==> src/rtl/irq_agg_pkg.sv <==
package irq_agg_pkg;
  localparam int AGG_DW = 32;
  localparam int AGG_AW = 12;
  localparam logic [AGG_AW-1:0] OFS_STATUS = 12'h184;
  localparam logic [AGG_AW-1:0] OFS_CAUSE  = 12'h188;
  localparam logic [AGG_AW-1:0] OFS_MASK   = 12'h18C;
  // live positions: 31,30, 23..17, 15..11, 9..0
  localparam logic [AGG_DW-1:0] LIVE_BITS  = 32'hC0FE_FBFF;

  typedef enum logic [1:0] {
    SEL_NONE   = 2'd0,
    SEL_STATUS = 2'd1,
    SEL_CAUSE  = 2'd2,
    SEL_MASK   = 2'd3
  } reg_sel_e;
endpackage

==> src/rtl/irq_addr_decode.sv <==
module irq_addr_decode
  import irq_agg_pkg::*;
#(
  parameter int AW = AGG_AW,
  parameter logic [AW-1:0] STATUS_AT = OFS_STATUS,
  parameter logic [AW-1:0] CAUSE_AT  = OFS_CAUSE,
  parameter logic [AW-1:0] MASK_AT   = OFS_MASK
) (
  input  logic [AW-1:0] addr,
  output reg_sel_e      sel
);
  always_comb begin
    if (addr == STATUS_AT)     sel = SEL_STATUS;
    else if (addr == CAUSE_AT) sel = SEL_CAUSE;
    else if (addr == MASK_AT)  sel = SEL_MASK;
    else                       sel = SEL_NONE;
  end
endmodule

==> src/rtl/irq_pending_bank.sv <==
module irq_pending_bank #(
  parameter int DW = 32,
  parameter logic [DW-1:0] LIVE = '1
) (
  input  logic          clk,
  input  logic          rst,
  input  logic [DW-1:0] src_i,
  input  logic [DW-1:0] clr_i,
  input  logic [DW-1:0] set_i,
  output logic [DW-1:0] pend_o
);
  logic [DW-1:0] pend_q;

  for (genvar b = 0; b < DW; b++) begin : g_bit
    if (LIVE[b]) begin : g_live
      always_ff @(posedge clk) begin
        if (rst)                     pend_q[b] <= 1'b0;
        else if (src_i[b] | set_i[b]) pend_q[b] <= 1'b1;
        else if (clr_i[b])           pend_q[b] <= 1'b0;
      end
    end else begin : g_rsvd
      assign pend_q[b] = 1'b0;
    end
  end

  assign pend_o = pend_q;


  set_wins_chk: assert property (@(posedge clk) disable iff (rst)
    (|(src_i & LIVE)) |=> ((pend_o & $past(src_i & LIVE)) == $past(src_i & LIVE)));

  w1c_chk: assert property (@(posedge clk) disable iff (rst)
    (|(clr_i & ~src_i & ~set_i & LIVE)) |=>
      ((pend_o & $past(clr_i & ~src_i & ~set_i & LIVE)) == '0));

  force_set_chk: assert property (@(posedge clk) disable iff (rst)
    (|(set_i & LIVE)) |=> ((pend_o & $past(set_i & LIVE)) == $past(set_i & LIVE)));
endmodule

==> src/rtl/irq_out_stage.sv <==
module irq_out_stage #(
  parameter int DW = 32
) (
  input  logic          clk,
  input  logic          rst,
  input  logic [DW-1:0] pend_i,
  input  logic [DW-1:0] mask_i,
  output logic [DW-1:0] cause_o,
  output logic          irq_o
);
  assign cause_o = pend_i & mask_i;

  always_ff @(posedge clk) begin
    if (rst) irq_o <= 1'b0;
    else     irq_o <= |cause_o;
  end


  irq_rise_chk: assert property (@(posedge clk) disable iff (rst)
    $rose(irq_o) |-> $past((pend_i & mask_i) != '0));

  irq_fall_chk: assert property (@(posedge clk) disable iff (rst)
    $fell(irq_o) |-> $past((pend_i & mask_i) == '0));
endmodule

==> src/rtl/irq_aggregator.sv <==
module irq_aggregator
  import irq_agg_pkg::*;
#(
  parameter int DW = AGG_DW,
  parameter int AW = AGG_AW,
  parameter logic [DW-1:0] LIVE = LIVE_BITS
) (
  input  logic          clk,
  input  logic          rst,
  input  logic [AW-1:0] reg_addr,
  input  logic          reg_wr,
  input  logic          reg_rd,
  input  logic [DW-1:0] reg_wdata,
  output logic [DW-1:0] reg_rdata,
  input  logic [DW-1:0] src_irq,
  output logic          cpu_irq
);
  reg_sel_e      sel;
  logic [DW-1:0] pend, cause, mask_q;
  logic [DW-1:0] clr_v, set_v;

  irq_addr_decode #(.AW(AW)) u_dec (.addr(reg_addr), .sel(sel));

  assign clr_v = (reg_wr && sel == SEL_STATUS) ? reg_wdata : '0;
  assign set_v = (reg_wr && sel == SEL_CAUSE)  ? reg_wdata : '0;

  irq_pending_bank #(.DW(DW), .LIVE(LIVE)) u_bank (
    .clk(clk), .rst(rst), .src_i(src_irq), .clr_i(clr_v), .set_i(set_v),
    .pend_o(pend)
  );

  always_ff @(posedge clk) begin
    if (rst)                            mask_q <= '0;
    else if (reg_wr && sel == SEL_MASK) mask_q <= reg_wdata & LIVE;
  end

  irq_out_stage #(.DW(DW)) u_out (
    .clk(clk), .rst(rst), .pend_i(pend), .mask_i(mask_q),
    .cause_o(cause), .irq_o(cpu_irq)
  );

  always_ff @(posedge clk) begin
    if (rst) reg_rdata <= '0;
    else if (reg_rd) begin
      unique case (sel)
        SEL_STATUS: reg_rdata <= pend;
        SEL_CAUSE:  reg_rdata <= cause;
        SEL_MASK:   reg_rdata <= mask_q;
        default:    reg_rdata <= '0;
      endcase
    end
  end


  reset_state_chk: assert property (@(posedge clk)
    rst |=> (!cpu_irq && reg_rdata == '0));

  mask_wr_chk: assert property (@(posedge clk) disable iff (rst)
    (reg_wr && sel == SEL_MASK) |=> (mask_q == $past(reg_wdata & LIVE)));

  rsvd_read_chk: assert property (@(posedge clk) disable iff (rst)
    (reg_rdata & ~LIVE) == '0);

  unmapped_read_chk: assert property (@(posedge clk) disable iff (rst)
    (reg_rd && sel == SEL_NONE) |=> (reg_rdata == '0));
endmodule

==> config.mk <==
export PLATFORM = sky130hd
export DESIGN_NAME = irq_aggregator
export DESIGN_NICKNAME = d
export VERILOG_FILES = /design/src/rtl/irq_agg_pkg.sv /design/src/rtl/irq_addr_decode.sv /design/src/rtl/irq_pending_bank.sv /design/src/rtl/irq_out_stage.sv /design/src/rtl/irq_aggregator.sv
export SDC_FILE = /design/constraint.sdc
export NUM_CORES = 1
export LEC_CHECK = 0
export CELL_PAD_IN_SITES_DETAIL_PLACEMENT = 1
export CELL_PAD_IN_SITES_GLOBAL_PLACEMENT = 1
export CORE_MARGIN = 4
export CORE_UTILIZATION = 30
export DETAILED_ROUTE_END_ITERATION = 10
export PLACE_DENSITY_LB_ADDON = 0.1
export SLEW_MARGIN = 30
export SYNTH_ARGS = -nofsm -noshare
export SYNTH_HDL_FRONTEND = slang
export SYNTH_SLANG_ARGS = --single-unit
export TNS_END_PERCENT = 5
==> constraint.sdc <==
create_clock -name clk -period 2.75 [get_ports clk]
set_clock_uncertainty 0.2 [all_clocks]
set_input_delay 0.55 -clock clk [delete_from_list [all_inputs] [get_ports clk]]
set_output_delay 0.55 -clock clk [all_outputs]
set_load 0.01 [all_outputs]
### Word level (Yosys, flattened, before mapping)

Index checks and enable logic that the tools add are counted.

| word-level totals | value |
|---|---|
| bits in registers | 81 |
| input port bits | 80 |
| word-level logic and storage cells | 140 |
| output and inout port bits | 33 |

| cells by class | value |
|---|---|
| multiplexer cells | 54 |
| bitwise operators | 25 |
| reduce and logical (&&, ||, !) cells | 28 |
| equal/unequal tests | 6 |

Operator list:

| kind | count |
|---|---|
| $pmux 32 s3 | 1 |
| $mux 32 | 2 |
| $mux 1 | 48 |
| $reduce_bool 2->1 | 24 |
| $eq 12x9->1 const B | 3 |
| $and 32x32->32 | 1 |
| $reduce_or 32->1 | 1 |
| $or 1x1->1 | 24 |
| $mux 2 | 3 |
| $eq 2x2->1 const B | 2 |
| $logic_and 1x1->1 | 3 |
| $eq 2x1->1 const B | 1 |

### Longest topological paths before layout

| logic depth | value |
|---|---|
| depth after elaboration | 9 |
| depth in mapped cells | 6 |

### Modules after synthesis

A second synthesis with hierarchy kept.

| unflattened totals | value |
|---|---|
| cell total of the unflattened synthesis | 516 |
| area, all modules | 4544.4 um^2 |

By module, submodules not included:

| module | area each (um^2) | sequential area each (um^2) | instances | cells an instance |
|---|---|---|---|---|
| irq_aggregator | 3271.9 | 1121.1 | 1 | 359 |
| irq_pending_bank | 927.1 | 480.5 | 1 | 107 |
| irq_out_stage | 300.3 | 20.0 | 1 | 44 |
| irq_addr_decode | 45.0 | 0.0 | 1 | 6 |

### Worst setup path after synthesis

Ideal clock, no wire load.

| timing path | value |
|---|---|
| path type | in2reg |
| from | input reg_addr[9] |
| to | register reg_rdata[15] |
| required time | 2.481 ns |
| stages | 5 |
| setup time | 0.069 ns |
| data arrival time | 2.180 ns |
| path buffers | 1 |
| path slack | 0.301 ns |
| cells stage by stage | or4b_4 -> or2_4 -> or4_4 -> buf_6 -> o21ai_1 |

| on the way | value |
|---|---|
| longest elaborated chain between the ends | 6 |
| elaborated cells on any way between the ends | 10 |
| classes of those cells | 6 x eq/ne; 4 x mux |

RTL lines:

| item | RTL line | text |
|---|---|---|
| start, declared | irq_aggregator.sv:10 | `input logic [AW-1:0] reg_addr,` |
| $eq 12x9->1 | irq_addr_decode.sv:15 | `else if (addr == MASK_AT) sel = SEL_MASK;` |
| $mux 2 | irq_addr_decode.sv:15 |  |
| $mux 2 | irq_addr_decode.sv:14 | `else if (addr == CAUSE_AT) sel = SEL_CAUSE;` |
| $mux 2 * | irq_addr_decode.sv:13 | `if (addr == STATUS_AT) sel = SEL_STATUS;` |
| $eq 2x2->1 or $eq 2x1->1 (tied branches) | irq_aggregator.sv:45 | `unique case (sel)` |
| $pmux 32 s3 * | irq_aggregator.sv:45 |  |
| end signal, assigned | irq_aggregator.sv:46 | `SEL_STATUS: reg_rdata <= pend;` |
| end signal, assigned | irq_aggregator.sv:47 | `SEL_CAUSE: reg_rdata <= cause;` |
| end signal, assigned | irq_aggregator.sv:48 | `SEL_MASK: reg_rdata <= mask_q;` |
| end, declared | irq_aggregator.sv:14 | `output logic [DW-1:0] reg_rdata,` |

Every way passes the cells marked *; elsewhere a longest branch is shown, timed or not.
A chain may end at the register's enable or synchronous reset.

### Final worst setup path

| timing path | value |
|---|---|
| from | input reg_addr[9] |
| to | register reg_rdata[0] |

Same word-level chain as after synthesis.

==> impl_metrics.toml <==
[route]
drt_iter0_markers = 127
routed_wl_mm = 10.9
drc = 0
viasPerCell = 5.22
first_pass_iters = 4
num_vias = 3079
routedWlPerCell_um = 18.5
final_antenna_net_count = 0

[floorplanning]
fp.dieH_um = 114
die_w_um = 114
rows = 38
dieArea_sq_mm = 0.0130
io_pins = 113
fp.coreArea_sq_mm = 0.0109
start_util = 0.308

[timing]
min_period_ps = 2660
grt_setup_unrepaired = "no"
hold_viol = 0
setup_viol = 0
fin_crit_sh = 0.967
final_max_slew_viol_count = 0
fmaxAchievable_ghz = 0.376
whs_ps = 246
setup_ws_ps = 90.1

[setup_path]
required_ps = 2810
slowest_stage = "or4_4"
cp-start-kind = "input port"
path_cells = "clkdlybuf4s50_1, or4b_4, or2_4, or4_4, o21ai_0"
path_class = "input port to flop"
slowest_delay_ps = 700
crit_fanout = 23
arrival_ps = 2720
critPathCaptureType = "flop"

[clocking]
post_cts_buffers = 0
holdBufCountCts = 0
numCtsBuffers = 9
cts_tree = "yes"
clockRootBuffer = "clkbuf_16"
htreeDepth = 3
cts-resized-gates = 0
clock_sinks = 73
clk_path_buf_depth = 2
clk_pin_slew_worst_paths_ps = 50
clkLatencyLatePin_ps = 330

[global_routing]
grt_overflow = 0
grt_pass1_wl_mm = 17.7
grtUsageTotal = 0.175
grt_start_max_net_pins = 69
antenna_found_initial = 0
grt_pass1_vias = 3376

[logic_synthesis]
synthCells = 360
async_reset_ff_frac = 0
ys_warn_count = 0
synthFlopType = "dfxtp_1"
synth_area_sq_mm = 0.00337
synth_edf_count = 0
yosysUniqueCellTypes = 33
synth.avg_cell_area_sq_um = 9.35
ys_seq_area_frac = 0.434
synth-seq-cells = 73

[pwr]
leakage_nw = 1.86
ir_drop_mv = 0.341
powerDensity_mw_per_mm2 = 559

[layout]
fill_cells = 1257
fin_nets = 525
insertedDiodeCount = 0
syn_to_final_growth_pct = 39.9
drive_gt1_frac = 0.0889
final_util = 0.431

[job]
cap_violations = 0

[worst_hold_path]
min-delay-path-class = "flop to flop"

[placement]
io_buffers = 88
finalWeightedCongestion = 0.760
dp_hpwl_mm = 7.28
pre_cts_slack_ps = -274

[run_status]
outcome = "completed"
## cells in the final DEF (no fill, tap or decap)
| master | instances |
|---|---|
| or4_4 | 1 |
| clkbuf_1 | 2 |
| nor2_2 | 1 |
| nor4_4 | 2 |
| bufinv_16 | 1 |
| buf_4 | 11 |
| or2_4 | 1 |
| clkdlybuf4s50_1 | 87 |
| or4_2 | 1 |
| nand4_1 | 3 |
| or2_2 | 1 |
| and2_1 | 1 |
| nor2_1 | 25 |
| a21oi_1 | 18 |
| a22oi_1 | 19 |
| buf_2 | 1 |
| clkbuf_16 | 9 |
| dfxtp_1 | 73 |
| clkinv_2 | 1 |
| o211a_1 | 17 |
| a221o_1 | 24 |
| nor2b_2 | 1 |
| a21o_1 | 7 |
| inv_1 | 2 |
| o21ai_0 | 28 |
| o41ai_4 | 1 |
| o21ai_1 | 20 |
| nor2b_1 | 24 |
| nor3_1 | 1 |
| nand2_1 | 23 |
| clkbuf_8 | 3 |
| conb_1 | 8 |
| mux2i_1 | 24 |
| nand2b_1 | 1 |
| or4b_4 | 2 |
| nand3b_1 | 2 |
| buf_12 | 3 |
| nand3_1 | 1 |
## through the flow
| stage | cells | TNS [ps] | power (mW) | area (sq um) |
|---|---|---|---|---|
| floorplan | 367 | 0 | 1.28 | 3390 |
| global placement | 574 | -9610 | 1.43 | 4400 |
| detailed placement | 574 | -11190 | 1.43 | 4400 |
| CTS | 590 | 0 | 2.67 | 4710 |
| global route | 590 | 0 | 2.74 | 4710 |
| finish | 590 | 0 | 2.63 | 4710 |
## cells in the mapped netlist, drive strengths merged, types with 3 or more instances
library cell | instances | area [sq um]
dfxtp | 73 | 1460
o21ai | 48 | 240
nor2 | 26 | 97.6
nor2b | 25 | 156
a221o | 24 | 240
mux2i | 24 | 240
nand2 | 23 | 86.3
clkbuf | 20 | 77.6
a22oi | 19 | 143
a21oi | 18 | 90.1
o211a | 17 | 170
buf | 15 | 111
a21o | 7 | 52.6
nand4 | 3 | 18.8
## area by class of cell
type	instances	area [sq um]	area share
Inverter	2	7.51	0.00159
Clock buffer	14	274	0.0582
Sequential cell	73	1460	0.310
Clock inverter	2	35.0	0.00743
Timing Repair Buffer	102	1020	0.216
Tap cell	140	175	0.0372
Multi-Input combinational cell	257	1740	0.369
## kinds of logic after synthesis
kind of cell,share of synthesized area
simple gates,0.149
compound gates,0.286
mux,0.0713
other cells,0.00111
flops,0.434
buf+inv,0.0583
## critical path, delay by kind of cell
kind	cells	cell delay, ps
AND/OR/NAND/NOR	3	1550
buffers and inverters	1	400
AO/OA/AOI/OAI	1	200
## metal layers
layer,share of wire,up-vias,global-route usage
li1,-,1488,-
met1,0.45,1493,0.218
met2,0.48,83,0.290
met3,0.051,15,0.0451
met4,0.019,0,0.0641
met5,0,-,0
## flip-flops by register name, indices dropped and copies added (netlist names)
register	cells
u_out.irq_o	1
u_bank.pend_o	24
reg_rdata	24
mask_q	24
## power breakdown
| part | internal (mW) | switching (mW) | total [mW] | leakage, nW |
|---|---|---|---|---|
| registers | 1.10 | 0.0434 | 1.14 | 0.597 |
| logic | 0.150 | 0.118 | 0.268 | 1.11 |
| clock network | 0.776 | 0.448 | 1.22 | 0.153 |
## worst paths after layout
kind | start | cells past startpoint | to | slack, ps
hold / removal | reg_rdata[8]$_SDFFE_PP0P_ | 2 | reg_rdata[8]$_SDFFE_PP0P_ | 250
hold reg to reg | reg_rdata[8]$_SDFFE_PP0P_ | 2 | reg_rdata[8]$_SDFFE_PP0P_ | 250
setup / recovery | reg_addr[9] | 5 | reg_rdata[0]$_SDFFE_PP0P_ | 90
setup reg to reg | u_bank.pend_o[30]$_SDFFE_PP0P_ | 4 | reg_rdata[30]$_SDFFE_PP0P_ | 1080
Note: power is estimated with default switching activity, not from simulation.
